`config.mk`:
```
export PLATFORM = sky130hd
export DESIGN_NAME = alu8_core
export DESIGN_NICKNAME = d
export VERILOG_FILES = /design/src/rtl/alu8_pkg.sv /design/src/rtl/alu8_adder.sv /design/src/rtl/alu8_logic.sv /design/src/rtl/alu8_flagpack.sv /design/src/rtl/alu8_core.sv
export SDC_FILE = /design/constraint.sdc
export NUM_CORES = 1
export LEC_CHECK = 0
export ABC_AREA = 1
export BUFFER_PORTS_ARGS = -buffer_cell sky130_fd_sc_hd__buf_4
export CAP_MARGIN = 20
export CELL_PAD_IN_SITES_DETAIL_PLACEMENT = 1
export CELL_PAD_IN_SITES_GLOBAL_PLACEMENT = 1
export CORE_MARGIN = 2
export CORE_UTILIZATION = 41
export DETAILED_ROUTE_END_ITERATION = 8
export MAX_ROUTING_LAYER = met4
export PLACE_DENSITY_LB_ADDON = 0.1
export SETUP_SLACK_MARGIN = 0.02
export SYNTH_ARGS = -nofsm -noshare
export SYNTH_HDL_FRONTEND = slang
export SYNTH_SLANG_ARGS = --single-unit
```
`constraint.sdc`:
```
create_clock -name clk -period 5.6 [get_ports clk]
set_input_delay 0.56 -clock clk [delete_from_list [all_inputs] [get_ports clk]]
set_output_delay 0.56 -clock clk [all_outputs]
set_load 0.1 [all_outputs]
```
`src/rtl/alu8_pkg.sv`:
```
package alu8_pkg;

  typedef enum logic [3:0] {
    OP_ADD = 4'd0,
    OP_ADC = 4'd1,
    OP_SUB = 4'd2,
    OP_SBB = 4'd3,
    OP_AND = 4'd4,
    OP_OR  = 4'd5,
    OP_XOR = 4'd6,
    OP_CMA = 4'd7,
    OP_INR = 4'd8,
    OP_DCR = 4'd9
  } alu_op_e;

  localparam int FLAG_W = 8;
  localparam int FLG_CY = 0;
  localparam int FLG_P  = 2;
  localparam int FLG_AC = 4;
  localparam int FLG_Z  = 6;
  localparam int FLG_S  = 7;

endpackage

```
`src/rtl/alu8_adder.sv`:
```
module alu8_adder #(
  parameter int W = 8
) (
  input  logic [W-1:0] a,
  input  logic [W-1:0] b,
  input  logic         cin,
  output logic [W-1:0] sum,
  output logic         cout,
  output logic         half_c
);
  localparam int NIB = 4;
  localparam int NN  = W / NIB;

  logic [NN:0] c;
  assign c[0] = cin;

  for (genvar g = 0; g < NN; g++) begin : g_nib
    logic [NIB:0] s;
    assign s = {1'b0, a[g*NIB +: NIB]} + {1'b0, b[g*NIB +: NIB]}
             + {{NIB{1'b0}}, c[g]};
    assign sum[g*NIB +: NIB] = s[NIB-1:0];
    assign c[g+1] = s[NIB];
  end

  assign cout   = c[NN];
  assign half_c = c[NN/2];
endmodule

```
`src/rtl/alu8_logic.sv`:
```
module alu8_logic #(
  parameter int W = 8
) (
  input  logic [3:0]   op,
  input  logic [W-1:0] a,
  input  logic [W-1:0] b,
  output logic [W-1:0] y
);
  import alu8_pkg::*;

  always_comb begin
    case (op)
      OP_AND:  y = a & b;
      OP_OR:   y = a | b;
      OP_XOR:  y = a ^ b;
      default: y = ~a;
    endcase
  end
endmodule

```
`src/rtl/alu8_flagpack.sv`:
```
module alu8_flagpack #(
  parameter int W = 8
) (
  input  logic [W-1:0]               res,
  input  logic                       cy,
  input  logic                       ac,
  output logic [alu8_pkg::FLAG_W-1:0] flags
);
  import alu8_pkg::*;

  always_comb begin
    flags         = '0;
    flags[FLG_S]  = res[W-1];
    flags[FLG_Z]  = (res == '0);
    flags[FLG_AC] = ac;
    flags[FLG_P]  = ~^res;
    flags[FLG_CY] = cy;
  end
endmodule

```
`src/rtl/alu8_core.sv`:
```
module alu8_core #(
  parameter int DATA_W = 8
) (
  input  logic              clk,
  input  logic              rst_n,
  input  logic              in_valid,
  output logic              in_ready,
  input  logic [3:0]        in_op,
  input  logic [DATA_W-1:0] in_acc,
  input  logic [DATA_W-1:0] in_opb,
  output logic              out_valid,
  input  logic              out_ready,
  output logic [DATA_W-1:0] out_result,
  output logic [7:0]        out_flags
);
  import alu8_pkg::*;

  logic [FLAG_W-1:0] flag_q;
  logic [DATA_W-1:0] res_q;
  logic              vld_q;
  logic              accept;
  logic              cy_now;

  assign in_ready = !vld_q || out_ready;
  assign accept   = in_valid && in_ready;
  assign cy_now   = flag_q[FLG_CY];

  // operand steering for the shared adder
  logic [DATA_W-1:0] add_b;
  logic              add_cin;

  always_comb begin
    add_b   = in_opb;
    add_cin = 1'b0;
    case (in_op)
      OP_ADC: add_cin = cy_now;
      OP_SUB: begin add_b = ~in_opb; add_cin = 1'b1;    end
      OP_SBB: begin add_b = ~in_opb; add_cin = !cy_now; end
      OP_INR: begin add_b = '0;      add_cin = 1'b1;    end
      OP_DCR: begin add_b = '1;      add_cin = 1'b0;    end
      default: ;
    endcase
  end

  logic [DATA_W-1:0] sum;
  logic              cout;
  logic              half_c;

  alu8_adder #(.W(DATA_W)) u_add (
    .a      (in_acc),
    .b      (add_b),
    .cin    (add_cin),
    .sum    (sum),
    .cout   (cout),
    .half_c (half_c)
  );

  logic [DATA_W-1:0] lres;

  alu8_logic #(.W(DATA_W)) u_log (
    .op (in_op),
    .a  (in_acc),
    .b  (in_opb),
    .y  (lres)
  );

  // result and flag selection
  logic [DATA_W-1:0] nres;
  logic              ncy;
  logic              nac;
  logic              wr_flags;

  always_comb begin
    nres     = in_acc;
    ncy      = cy_now;
    nac      = 1'b0;
    wr_flags = 1'b0;
    case (in_op)
      OP_ADD, OP_ADC: begin
        nres = sum; ncy = cout; nac = half_c; wr_flags = 1'b1;
      end
      OP_SUB, OP_SBB: begin
        nres = sum; ncy = !cout; nac = half_c; wr_flags = 1'b1;
      end
      OP_AND: begin
        nres = lres; ncy = 1'b0; nac = 1'b1; wr_flags = 1'b1;
      end
      OP_OR, OP_XOR: begin
        nres = lres; ncy = 1'b0; nac = 1'b0; wr_flags = 1'b1;
      end
      OP_CMA: begin
        nres = lres;
      end
      OP_INR, OP_DCR: begin
        nres = sum; ncy = cy_now; nac = half_c; wr_flags = 1'b1;
      end
      default: ;
    endcase
  end

  logic [FLAG_W-1:0] nflags;

  alu8_flagpack #(.W(DATA_W)) u_fp (
    .res   (nres),
    .cy    (ncy),
    .ac    (nac),
    .flags (nflags)
  );

  always_ff @(posedge clk or negedge rst_n) begin
    if (!rst_n) begin
      res_q  <= '0;
      flag_q <= '0;
      vld_q  <= 1'b0;
    end else if (accept) begin
      res_q <= nres;
      vld_q <= 1'b1;
      if (wr_flags) flag_q <= nflags;
    end else if (out_ready) begin
      vld_q <= 1'b0;
    end
  end

  assign out_valid  = vld_q;
  assign out_result = res_q;
  assign out_flags  = flag_q;
endmodule

```
==> results.py <==
metrics = {
    "power": {
        "ir_drop_v": 0.0001804,
        "powerDensity_nw_per_um2": 286.3,
        "leakage_nw": 1.269,
    },
    "timing": {
        "setup_tns_ns": 0,
        "final.setup.worst_slack_ns": 1.236,
        "hold_slack_ns": 0.1471,
        "min_period_ns": 4.364,
        "hold_violations": 0,
        "max_clock_freq_mhz": 229.2,
        "skew_ns": 0.001922,
        "setup_viol": 0,
        "max_slew_margin": 0.5553,
        "period_share": 0.7793,
        "worst_slew_pin_slew_ns": 0.6625,
        "drv_slew": 0,
        "rsz0062_at_grt": "no",
    },
    "route": {
        "drt-initial-drc-count": 33,
        "num_vias": 1879,
        "route.layer.met1.wl_um": 2412,
        "wl_um": 5079,
        "drt-vias-per-instance": 4.932,
        "route.detailed.drc": 0,
        "wl_met2_um": 2374,
        "avgRoutedWirePerCell_um": 13.33,
        "top_layer_used": "met4",
        "ant_nets": 0,
        "wl_met3_um": 189,
        "dr.pass1.iters": 4,
    },
    "setup_path": {
        "worstPathRequired_ns": 5.73,
        "reg2reg_depth": 22,
        "r2r_slack_ns": 1.60,
        "worstPathArrival_ns": 4.50,
        "crit-reg2reg-launch": "out_flags[0]",
        "r2r-end": "out_flags[2]",
        "worstSetupPathType": "in -> reg",
        "crit_path_max_fanout": 10,
        "cp-start-kind": "input pin",
        "crit_path_end_kind": "flip-flop",
    },
    "yosys": {
        "ys_types": 25,
        "synth-seq-area-share": 0.1857,
        "syn_avg_cell_area_um2": 6.462,
        "synth_warnings": 0,
        "synth_edf_count": 0,
        "synth_flop_cell": "dfrtp_1",
        "ys_ff_latch": 14,
        "synthArstFlopShare": 1.000,
        "syn_area_um2": 1887,
        "syn-instance-count": 292,
    },
    "cts": {
        "cts_tree": "built",
        "insertion_delay_ns": 0.25,
        "post_cts_buffers": 0,
        "ctsRootBufferMaster": "clkbuf_8",
        "cts_resized": 0,
        "postCtsHoldBufs": 0,
        "cts_buffers": 3,
        "clk_pin_slew_ns": 0.06,
        "htreeDepth": 1,
        "clockBufferDepth": 2,
        "clock-sinks": 14,
    },
    "finish": {
        "final_nets": 384,
        "layout-drive-gt1-share": 0.1520,
        "diodes": 0,
        "final_util": 0.5100,
        "num-fill-cells": 619,
        "final_area_um2": 2236,
        "multi_input_area_um2": 1285,
        "area_delta_synth_final_pct": 18.50,
        "seq_area_um2": 350.3,
    },
    "floorplan": {
        "io_pins": 42,
        "core_area_um2": 4384,
        "die_width_um": 71.84,
        "dieArea_um2": 5160,
        "die_height_um": 71.84,
        "rows": 24,
        "start_util": 0.4304,
    },
    "global_routing": {
        "gr-total-overflow": 0,
        "grt_usage": 0.2257,
        "grt_pass1_vias": 1987,
        "grt_pass1_wl_um": 9018,
        "grt_max_degree": 15,
        "antenna_found_initial": 0,
    },
    "place": {
        "hpwl_um": 4287,
        "gp_congestion": 0.8668,
        "numPortBuffers": 38,
        "placed_area_um2": 2181,
        "pre_cts_slack_ns": 0.9503,
    },
    "outcome": {
        "status": "completed",
    },
    "run": {
        "maxCapViolations": 0,
    },
    "hold_path": {
        "min_path_type": "in -> async",
    },
}
-- state kept, by name, summed over array words and instances, names as in the netlist --
name and count:
out_valid 1, out_result 8, out_flags 5
-- layer usage --
| layer | track usage | vias up |
|---|---|---|
| met5 | - | - |
| met4 | 0.05870 | 0 |
| met3 | 0.03797 | 9 |
| met2 | 0.3714 | 36 |
| met1 | 0.2882 | 858 |
| li1 | - | 976 |
-- placed cells by master, fill, tap and decap left out --
master and count:
clkbuf_8 4, xnor2_1 2, o21ai_2 1, nand4_1 3
o21ai_4 1, o21ai_0 11, o211ai_1 8, dfrtp_1 14
nand2_1 89, nand3b_1 4, fa_1 4, a21oi_1 6
nor2_2 2, a21oi_2 1, buf_4 38, nor2_4 2
a21o_1 1, ha_1 26, xor2_1 1, or2_2 1
nor2_1 35, inv_1 52, o21ai_1 2, nand3_1 18
conb_1 3
-- Yosys cell counts (2+ instances only) --
| cell type | number | area [um^2] |
|---|---|---|
| nand4_1 | 3 | 18.77 |
| dfrtp_1 | 14 | 350.3 |
| o21ai_0 | 11 | 55.05 |
| ha_1 | 26 | 325.3 |
| nand3_1 | 18 | 90.09 |
| o21ai_1 | 2 | 10.01 |
| a21oi_1 | 6 | 30.03 |
| nand3b_1 | 4 | 30.03 |
| o211ai_1 | 8 | 60.06 |
| nor2_2 | 2 | 12.51 |
| xnor2_1 | 2 | 17.52 |
| fa_1 | 4 | 80.08 |
| nand2_1 | 89 | 334.1 |
| nor2_1 | 35 | 131.4 |
| buf_4 | 4 | 30.03 |
| inv_1 | 52 | 195.2 |
| buf_6 | 3 | 33.78 |
| nor2_4 | 2 | 22.52 |
-- power breakdown --
part / switching [W] / internal, W / leakage [nW]
registers: 0.0000132 / 0.000124 / 0.171
clock network: 0.0000375 / 0.0000623 / 0.0288
logic: 0.000300 / 0.000103 / 1.07
-- through the flow --
| stage | power (W) | std cells |
|---|---|---|
| floorplan | 0.0004518 | 294 |
| global placement | 0.0005361 | 377 |
| detailed placement | 0.0005439 | 377 |
| CTS | 0.0006464 | 381 |
| global route | 0.0006813 | 381 |
| finish | 0.0006401 | 381 |
-- layout make-up --
cell class	instances	share of cell area
multi-input combinational	221	0.5747
sequential	14	0.1567
timing repair buffer	38	0.1276
inverter	52	0.08730
tap	52	0.02910
clock buffer	4	0.02462
-- logic make-up (layout without fill, tap and decap cells) --
logic type      count (synthesis)  after routing  share of synthesized area
other cells                     1              3                   0.001987
simple gates                  154            154                     0.3422
fa+ha+maj                      30             30                     0.2149
flops                          14             14                     0.1857
buf+inv                        59             94                     0.1373
xor+xnor                        3              3                    0.01393
compound gates                 31             31                     0.1041
-- worst max-delay path, cell delays in order --
cell and delay (ns):
buf_4 0.15, inv_1 0.12, nand3_1 0.14, o21ai_4 0.26
o211ai_1 0.14, fa_1 0.45, fa_1 0.39, nand2_1 0.09
nand2_1 0.05, a21o_1 0.18, fa_1 0.38, inv_1 0.08
fa_1 0.40, inv_1 0.06, nand2_1 0.05, o21ai_0 0.12
nor2_1 0.06, nand2_1 0.08, inv_1 0.05, ha_1 0.28
xnor2_1 0.17, xnor2_1 0.14, a21oi_1 0.08
-- worst max path at each step --
stage	start	to	cells after the start
2_1_floorplan	out_flags[0]	out_flags[2]	21
3_3_place_gp	in_op[1]	out_flags[2]	23
3_5_place_dp	in_op[1]	out_flags[2]	23
4_1_cts	in_op[1]	out_flags[2]	23
5_1_grt	in_op[1]	out_flags[2]	23
6_report	in_op[1]	out_flags[2]	23
(Power assumes the default switching activity.)
